**src/rtl/pll_seq_pkg.sv**
```systemverilog
package pll_seq_pkg;

    typedef enum logic [1:0] {
        MODE_FREERUN  = 2'd0,
        MODE_ACQUIRE  = 2'd1,
        MODE_LOCKED   = 2'd2,
        MODE_HOLDOVER = 2'd3
    } pll_mode_e;

endpackage

```
**src/rtl/pll_lock_dwell.sv**
```systemverilog
module pll_lock_dwell #(
    parameter int DWELL_W = 8
) (
    input  logic               clk,
    input  logic               rst,
    input  logic               arm_i,
    input  logic               lock_det_i,
    input  logic [DWELL_W-1:0] dwell_i,
    output logic               lock_ok_o
);
    localparam logic [DWELL_W-1:0] CNT_MAX = {DWELL_W{1'b1}};

    logic [DWELL_W-1:0] run_cnt;
    logic [DWELL_W:0]   need;
    logic [DWELL_W:0]   run_now;

    always_comb begin
        need      = (dwell_i == '0) ? {{DWELL_W{1'b0}}, 1'b1} : {1'b0, dwell_i};
        run_now   = {1'b0, run_cnt} + {{DWELL_W{1'b0}}, 1'b1};
        lock_ok_o = arm_i && lock_det_i && (run_now >= need);
    end

    always_ff @(posedge clk) begin
        if (rst || !arm_i || !lock_det_i) begin
            run_cnt <= '0;
        end else if (run_cnt != CNT_MAX) begin
            run_cnt <= run_cnt + 1'b1;
        end
    end


    count_restart_chk: assert property (@(posedge clk) disable iff (rst)
        (!lock_det_i) |=> (run_cnt == '0));

endmodule

```
**src/rtl/pll_mode_fsm.sv**
```systemverilog
module pll_mode_fsm
    import pll_seq_pkg::*;
(
    input  logic      clk,
    input  logic      rst,
    input  logic      in_valid_i,
    input  logic      lock_ok_i,
    input  logic      hist_valid_i,
    output pll_mode_e mode_o,
    output logic      chg_stb_o,
    output logic      lock_stb_o,
    output logic      loss_stb_o,
    output logic      on_ref_o
);
    pll_mode_e mode_q;
    pll_mode_e mode_d;

    always_comb begin
        mode_d = mode_q;
        unique case (mode_q)
            MODE_FREERUN: begin
                if (in_valid_i) mode_d = MODE_ACQUIRE;
            end
            MODE_ACQUIRE: begin
                if (!in_valid_i)    mode_d = MODE_FREERUN;
                else if (lock_ok_i) mode_d = MODE_LOCKED;
            end
            MODE_LOCKED: begin
                if (!in_valid_i) mode_d = hist_valid_i ? MODE_HOLDOVER : MODE_FREERUN;
            end
            MODE_HOLDOVER: begin
                if (in_valid_i) mode_d = MODE_ACQUIRE;
            end
            default: mode_d = MODE_FREERUN;
        endcase
    end

    // state register
    always_ff @(posedge clk) begin
        if (rst) mode_q <= MODE_FREERUN;
        else     mode_q <= mode_d;
    end

    // registered outputs
    always_ff @(posedge clk) begin
        if (rst) begin
            chg_stb_o  <= 1'b0;
            lock_stb_o <= 1'b0;
            loss_stb_o <= 1'b0;
            on_ref_o   <= 1'b1;
        end else begin
            chg_stb_o  <= (mode_d != mode_q);
            lock_stb_o <= (mode_q == MODE_ACQUIRE) && (mode_d == MODE_LOCKED);
            loss_stb_o <= !in_valid_i &&
                          ((mode_q == MODE_ACQUIRE) || (mode_q == MODE_LOCKED));
            on_ref_o   <= (mode_d == MODE_FREERUN) || (mode_d == MODE_HOLDOVER);
        end
    end

    assign mode_o = mode_q;


    free_to_acq_chk: assert property (@(posedge clk) disable iff (rst)
        (mode_q == MODE_FREERUN && in_valid_i) |=> (mode_q == MODE_ACQUIRE));


    acq_loss_chk: assert property (@(posedge clk) disable iff (rst)
        (mode_q == MODE_ACQUIRE && !in_valid_i) |=> (mode_q == MODE_FREERUN));


    no_history_chk: assert property (@(posedge clk) disable iff (rst)
        (mode_q == MODE_LOCKED && !in_valid_i && !hist_valid_i) |=> (mode_q == MODE_FREERUN));


    hold_return_chk: assert property (@(posedge clk) disable iff (rst)
        (mode_q == MODE_HOLDOVER && in_valid_i) |=> (mode_q == MODE_ACQUIRE));


    chg_strobe_chk: assert property (@(posedge clk) disable iff (rst)
        chg_stb_o |-> (mode_q != $past(mode_q)));


    on_ref_chk: assert property (@(posedge clk) disable iff (rst)
        on_ref_o |-> (mode_q == MODE_FREERUN || mode_q == MODE_HOLDOVER));

endmodule

```
**src/rtl/pll_bw_mux.sv**
```systemverilog
module pll_bw_mux
    import pll_seq_pkg::*;
#(
    parameter int              BW_W    = 5,
    parameter logic [BW_W-1:0] FAST_LO = 16,
    parameter logic [BW_W-1:0] FAST_HI = 22
) (
    input  logic            rst,
    input  pll_mode_e       mode_i,
    input  logic            fast_en_i,
    input  logic [BW_W-1:0] norm_i,
    input  logic [BW_W-1:0] fast_i,
    output logic [BW_W-1:0] bw_o
);
    logic [BW_W-1:0] fast_lo_cl;
    logic [BW_W-1:0] fast_cl;

    generate
        if (FAST_LO == '0) begin : g_no_low
            assign fast_lo_cl = fast_i;
        end else begin : g_low
            assign fast_lo_cl = (fast_i < FAST_LO) ? FAST_LO : fast_i;
        end
    endgenerate

    assign fast_cl = (fast_lo_cl > FAST_HI) ? FAST_HI : fast_lo_cl;

    always_comb begin
        if (mode_i == MODE_ACQUIRE && fast_en_i) bw_o = fast_cl;
        else                                     bw_o = norm_i;
    end


    always_comb begin
        if (!rst && mode_i == MODE_ACQUIRE && fast_en_i) begin
            fast_window_chk: assert (bw_o >= FAST_LO && bw_o <= FAST_HI);
        end
    end

endmodule

```
**src/rtl/pll_mode_seq.sv**
```systemverilog
module pll_mode_seq
    import pll_seq_pkg::*;
#(
    parameter int              BW_W    = 5,
    parameter int              DWELL_W = 8,
    parameter logic [BW_W-1:0] FAST_LO = 16,
    parameter logic [BW_W-1:0] FAST_HI = 22
) (
    input  logic               clk,
    input  logic               rst,
    input  logic               in_valid_i,
    input  logic               lock_det_i,
    input  logic               hist_valid_i,
    input  logic               fast_en_i,
    input  logic [BW_W-1:0]    bw_norm_i,
    input  logic [BW_W-1:0]    bw_fast_i,
    input  logic [DWELL_W-1:0] lock_dwell_i,
    output logic [1:0]         mode_o,
    output logic [BW_W-1:0]    bw_code_o,
    output logic               mode_chg_o,
    output logic               lock_stb_o,
    output logic               loss_stb_o,
    output logic               on_ref_o
);
    pll_mode_e mode_q;
    logic      lock_ok;
    logic      dwell_arm;

    assign dwell_arm = (mode_q == MODE_ACQUIRE) && in_valid_i;

    pll_lock_dwell #(.DWELL_W(DWELL_W)) u_dwell (
        .clk        (clk),
        .rst        (rst),
        .arm_i      (dwell_arm),
        .lock_det_i (lock_det_i),
        .dwell_i    (lock_dwell_i),
        .lock_ok_o  (lock_ok)
    );

    pll_mode_fsm u_fsm (
        .clk          (clk),
        .rst          (rst),
        .in_valid_i   (in_valid_i),
        .lock_ok_i    (lock_ok),
        .hist_valid_i (hist_valid_i),
        .mode_o       (mode_q),
        .chg_stb_o    (mode_chg_o),
        .lock_stb_o   (lock_stb_o),
        .loss_stb_o   (loss_stb_o),
        .on_ref_o     (on_ref_o)
    );

    pll_bw_mux #(.BW_W(BW_W), .FAST_LO(FAST_LO), .FAST_HI(FAST_HI)) u_bw (
        .rst       (rst),
        .mode_i    (mode_q),
        .fast_en_i (fast_en_i),
        .norm_i    (bw_norm_i),
        .fast_i    (bw_fast_i),
        .bw_o      (bw_code_o)
    );

    assign mode_o = mode_q;


    lock_dwell_chk: assert property (@(posedge clk) disable iff (rst)
        (mode_q == MODE_LOCKED && $past(mode_q) == MODE_ACQUIRE) |-> $past(lock_det_i));

endmodule

```
**config.mk**
```make
export PLATFORM = sky130hd
export DESIGN_NAME = pll_mode_seq
export DESIGN_NICKNAME = d
export VERILOG_FILES = /design/src/rtl/pll_seq_pkg.sv /design/src/rtl/pll_lock_dwell.sv /design/src/rtl/pll_mode_fsm.sv /design/src/rtl/pll_bw_mux.sv /design/src/rtl/pll_mode_seq.sv
export SDC_FILE = /design/constraint.sdc
export NUM_CORES = 1
export LEC_CHECK = 0
export BUFFER_PORTS_ARGS = -buffer_cell sky130_fd_sc_hd__buf_2
export CAP_MARGIN = 10
export CORE_ASPECT_RATIO = 1.75
export CORE_MARGIN = 2
export CORE_UTILIZATION = 39
export DETAILED_ROUTE_END_ITERATION = 12
export PLACE_DENSITY_LB_ADDON = 0.3
export SLEW_MARGIN = 20
export SYNTH_ARGS = -nofsm -noshare
export SYNTH_HDL_FRONTEND = slang
export SYNTH_SLANG_ARGS = --single-unit
```
**constraint.sdc**
```tcl
create_clock -name clk -period 3.4 [get_ports clk]
set_clock_uncertainty 0.2 [all_clocks]
set_input_delay 0.85 -clock clk [delete_from_list [all_inputs] [get_ports clk]]
set_output_delay 0.85 -clock clk [all_outputs]
set_load 0.01 [all_outputs]
```
==> flow_metrics.py <==
metrics = {
    "yosys": {
        "synth_top_family_by_area": "compound AO/OA/AOI/OAI gates",
        "synth_area_leaders": "dfxtp_1 (27%), ha_1 (16%), inv_1 (5.4%)",
        "synth_fa_ha_area_share_pct": 15.6,
        "netlist_area_mm2": 0.00104,
        "syn_nets": 159,
        "ys_types": 37,
        "synth_top_area_share_pct": 26.9,
        "syn_avg_cell_area_um2": 8.53,
        "ys_seq_area_share_pct": 26.9,
        "async_reset_ff_share_pct": 0,
        "synth-simple-area-share_pct": 19.8,
        "ys.flop_type": "dfxtp_1",
        "synth_seq_cells": 14,
        "synth_xor_xnor_area_share_pct": 5.89,
        "synth_area_leader_cell": "dfxtp_1",
        "synth_compound_area_share_pct": 21.4,
        "synth_edf_count": 0,
        "synthMuxAreaShare_pct": 3.49,
        "syn_inst": 122,
        "synth_warnings": 0,
    },
    "setup_path": {
        "arrival_ns": 3.11,
        "endpoint_kind": "flop",
        "cp_common_cell": "ha_1",
        "slowest_delay_ns": 0.37,
        "cp_cell_sequence": "ha_2 > nand3_1 > nor2_2 > xnor2_1 > inv_1 > ha_1 > a21o_1 > a221oi_2 > nand2_2 > o21a_1 > ha_1 > or2_2",
        "cp_slowest_cell": "dfxtp_1",
        "critPathLaunchType": "flop",
        "required_ns": 3.34,
        "worstSetupPathType": "reg -> reg",
        "path_max_fanout": 4,
    },
    "placement": {
        "place_hpwl_um": 2100,
        "place.gp.congestion": 0.814,
        "port_buffers": 34,
    },
    "floorplan": {
        "core_mm2": 0.00252,
        "io_pins": 35,
        "die_h_um": 72.3,
        "start_util_pct": 41.3,
        "fp.dieW_um": 43.1,
        "dieArea_mm2": 0.00311,
        "fp-row-count": 24,
    },
    "route": {
        "num_vias": 961,
        "vias_per_cell": 5.19,
        "wl_um": 2460,
        "remaining_drc_errors": 0,
        "ant_nets": 0,
        "dr.first_iter.drc_count": 13,
        "first_pass_iters": 4,
        "post_drt_wl_per_cell_um": 13.3,
    },
    "power_and_ir_drop": {
        "max-vdd-ir-drop_mv": 0.316,
        "power_mw": 0.676,
        "cellLeakagePower_nw": 0.713,
        "powerDensity_mw_per_mm2": 519,
    },
    "timing": {
        "tightest_slew_ns": 0.297,
        "post-route-min-period_ns": 3.17,
        "grt_setup_unrepaired": "false",
        "finalSetupViolCount": 0,
        "timing.final.crit_share_pct": 93.2,
        "slew_headroom_pct": 80.0,
        "max_freq_mhz": 316,
        "setup-tns-final_ns": 0,
        "hold_violations": 0,
        "maxSlewViolCount": 0,
    },
    "global_route": {
        "grt_pass1_wl_um": 4160,
        "grt_max_degree": 9,
        "grt.total_usage_pct": 17.3,
        "first_global_vias": 1032,
        "antenna_found_initial": 0,
        "grt.overflow.total": 0,
    },
    "clocking": {
        "clock_latency_ns": 0.25,
        "cts_max_level": 1,
        "path_clk_slew_ns": 0.06,
        "numCtsBuffers": 3,
        "cts_hold_buf": 0,
        "cts_sinks": 14,
        "cts_root_buf": "clkbuf_8",
        "clockBufferDepth": 2,
        "cts_tree": "yes",
    },
    "cells_and_area": {
        "areaGrowthSynthToFinish_pct": 25.1,
        "seq_area_um2": 280,
        "nets": 197,
        "antenna_cells": 0,
        "fillers": 275,
        "drive_gt1_share_pct": 32.7,
        "multi_input_area_um2": 701,
    },
    "run": {
        "drv_cap": 0,
    },
    "hold_path": {
        "hp-class": "reg -> reg",
    },
    "outcome": {
        "outcome": "finished clean",
    },
}
-- cell type report --
type                            count  area share, %
Clock buffer                        4           4.23
Tap cell                           26           2.50
Sequential cell                    14           21.5
Inverter                           15           4.32
Timing Repair Buffer               35           13.6
Multi-Input combinational cell     91           53.8
-- worst max-delay path, delay by kind of cell (launching register included) --
| kind | cells | cell delay, ns |
|---|---|---|
| fa+ha+maj | 3 | 0.81 |
| xor+xnor | 1 | 0.15 |
| simple gates | 4 | 0.71 |
| flops | 1 | 0.37 |
| buf+inv | 1 | 0.07 |
| compound gates | 3 | 0.71 |
-- what timing repair did --
item                                    4_1_cts  5_1_grt
gates resized for setup                       0        3
endpoints found under the setup margin        0        1
setup buffers                                 0        0
-- layout by cell type, fill, tap and decap left out, types with 2 or more instances in the layout --
| cell type | Yosys | routed |
|---|---|---|
| ha_1 | 13 | 12 |
| buf_2 | 0 | 34 |
| o21ai_0 | 7 | 7 |
| dfxtp_1 | 14 | 14 |
| xnor2_1 | 3 | 3 |
| o21a_1 | 2 | 2 |
| and4_1 | 2 | 2 |
| xor2_1 | 4 | 4 |
| nand2_2 | 2 | 2 |
| nand3_1 | 5 | 5 |
| a21o_1 | 3 | 3 |
| nor2_1 | 6 | 5 |
| nand2b_1 | 3 | 3 |
| o2111ai_1 | 2 | 2 |
| inv_1 | 15 | 15 |
| a21oi_1 | 8 | 8 |
| nand2_1 | 8 | 8 |
| a221oi_2 | 1 | 2 |
| and3_1 | 3 | 3 |
| clkbuf_8 | 0 | 4 |
| and2_1 | 3 | 3 |
-- report_power, final --
| part | internal [mW] | switching (mW) |
|---|---|---|
| Sequential | 0.188 | 0.0217 |
| Clock | 0.103 | 0.0607 |
| Combinational | 0.147 | 0.156 |
-- cells by family after synthesis --
kind of cell | Yosys count
compound gates | 30
buf+inv | 17
xor+xnor | 7
flops | 14
simple gates | 38
mux | 3
fa+ha+maj | 13
-- cell usage after synthesis, types with 2 or more instances --
| library cell | n |
|---|---|
| o2111ai_1 | 2 |
| xnor2_1 | 3 |
| dfxtp_1 | 14 |
| nand2b_1 | 3 |
| nand2_2 | 2 |
| nand3_1 | 5 |
| o21ai_0 | 7 |
| nor2_1 | 6 |
| inv_1 | 15 |
| o21a_1 | 2 |
| a21oi_1 | 8 |
| xor2_1 | 4 |
| and4_1 | 2 |
| nand2_1 | 8 |
| ha_1 | 13 |
| and2_1 | 3 |
| a21o_1 | 3 |
| and3_1 | 3 |
-- path summary, 6_finish.rpt --
kind,cells after the start,slack [ns],from,to
min reg2reg,2,0.36,u_dwell.run_cnt[1],u_dwell.run_cnt[1]
max reg2reg,12,0.23,u_dwell.run_cnt[1],u_fsm.on_ref_o
min,2,0.36,u_dwell.run_cnt[1],u_dwell.run_cnt[1]
max,12,0.23,u_dwell.run_cnt[1],u_fsm.on_ref_o
-- per-layer routing --
layer	global-route usage [%]	vias to the layer above	share of wire [%]	wire, µm
met5	0	-	0	0
li1	-	503	-	-
met1	15.7	423	35	871
met4	11.4	0	4.4	109
met3	1.49	11	3.5	87
met2	34.3	24	57	1390
-- registers in the layout, indices dropped and copies added (netlist names) --
register / count
u_fsm.chg_stb_o: 1
u_fsm.on_ref_o: 1
u_fsm.mode_o: 2
u_fsm.loss_stb_o: 1
u_fsm.lock_stb_o: 1
u_dwell.run_cnt: 8
-- per-stage QoR --
step / cell area, µm² / util [%] / setup slack, ns / hold slack, ns / instances
4_1_cts: 1290 / 51.2 / 0.137 / 0.357 / 185
5_1_grt: 1300 / 51.6 / 0.0190 / 0.397 / 185
6_report: 1300 / 51.6 / 0.232 / 0.360 / 185
3_3_place_gp: 1240 / 49.0 / 0.160 / 0.336 / 181
2_1_floorplan: 1040 / - / 0.415 / 0.303 / 122
3_5_place_dp: 1240 / 49.0 / 0.123 / 0.348 / 181
Note: power is estimated with default switching activity, not from simulation.
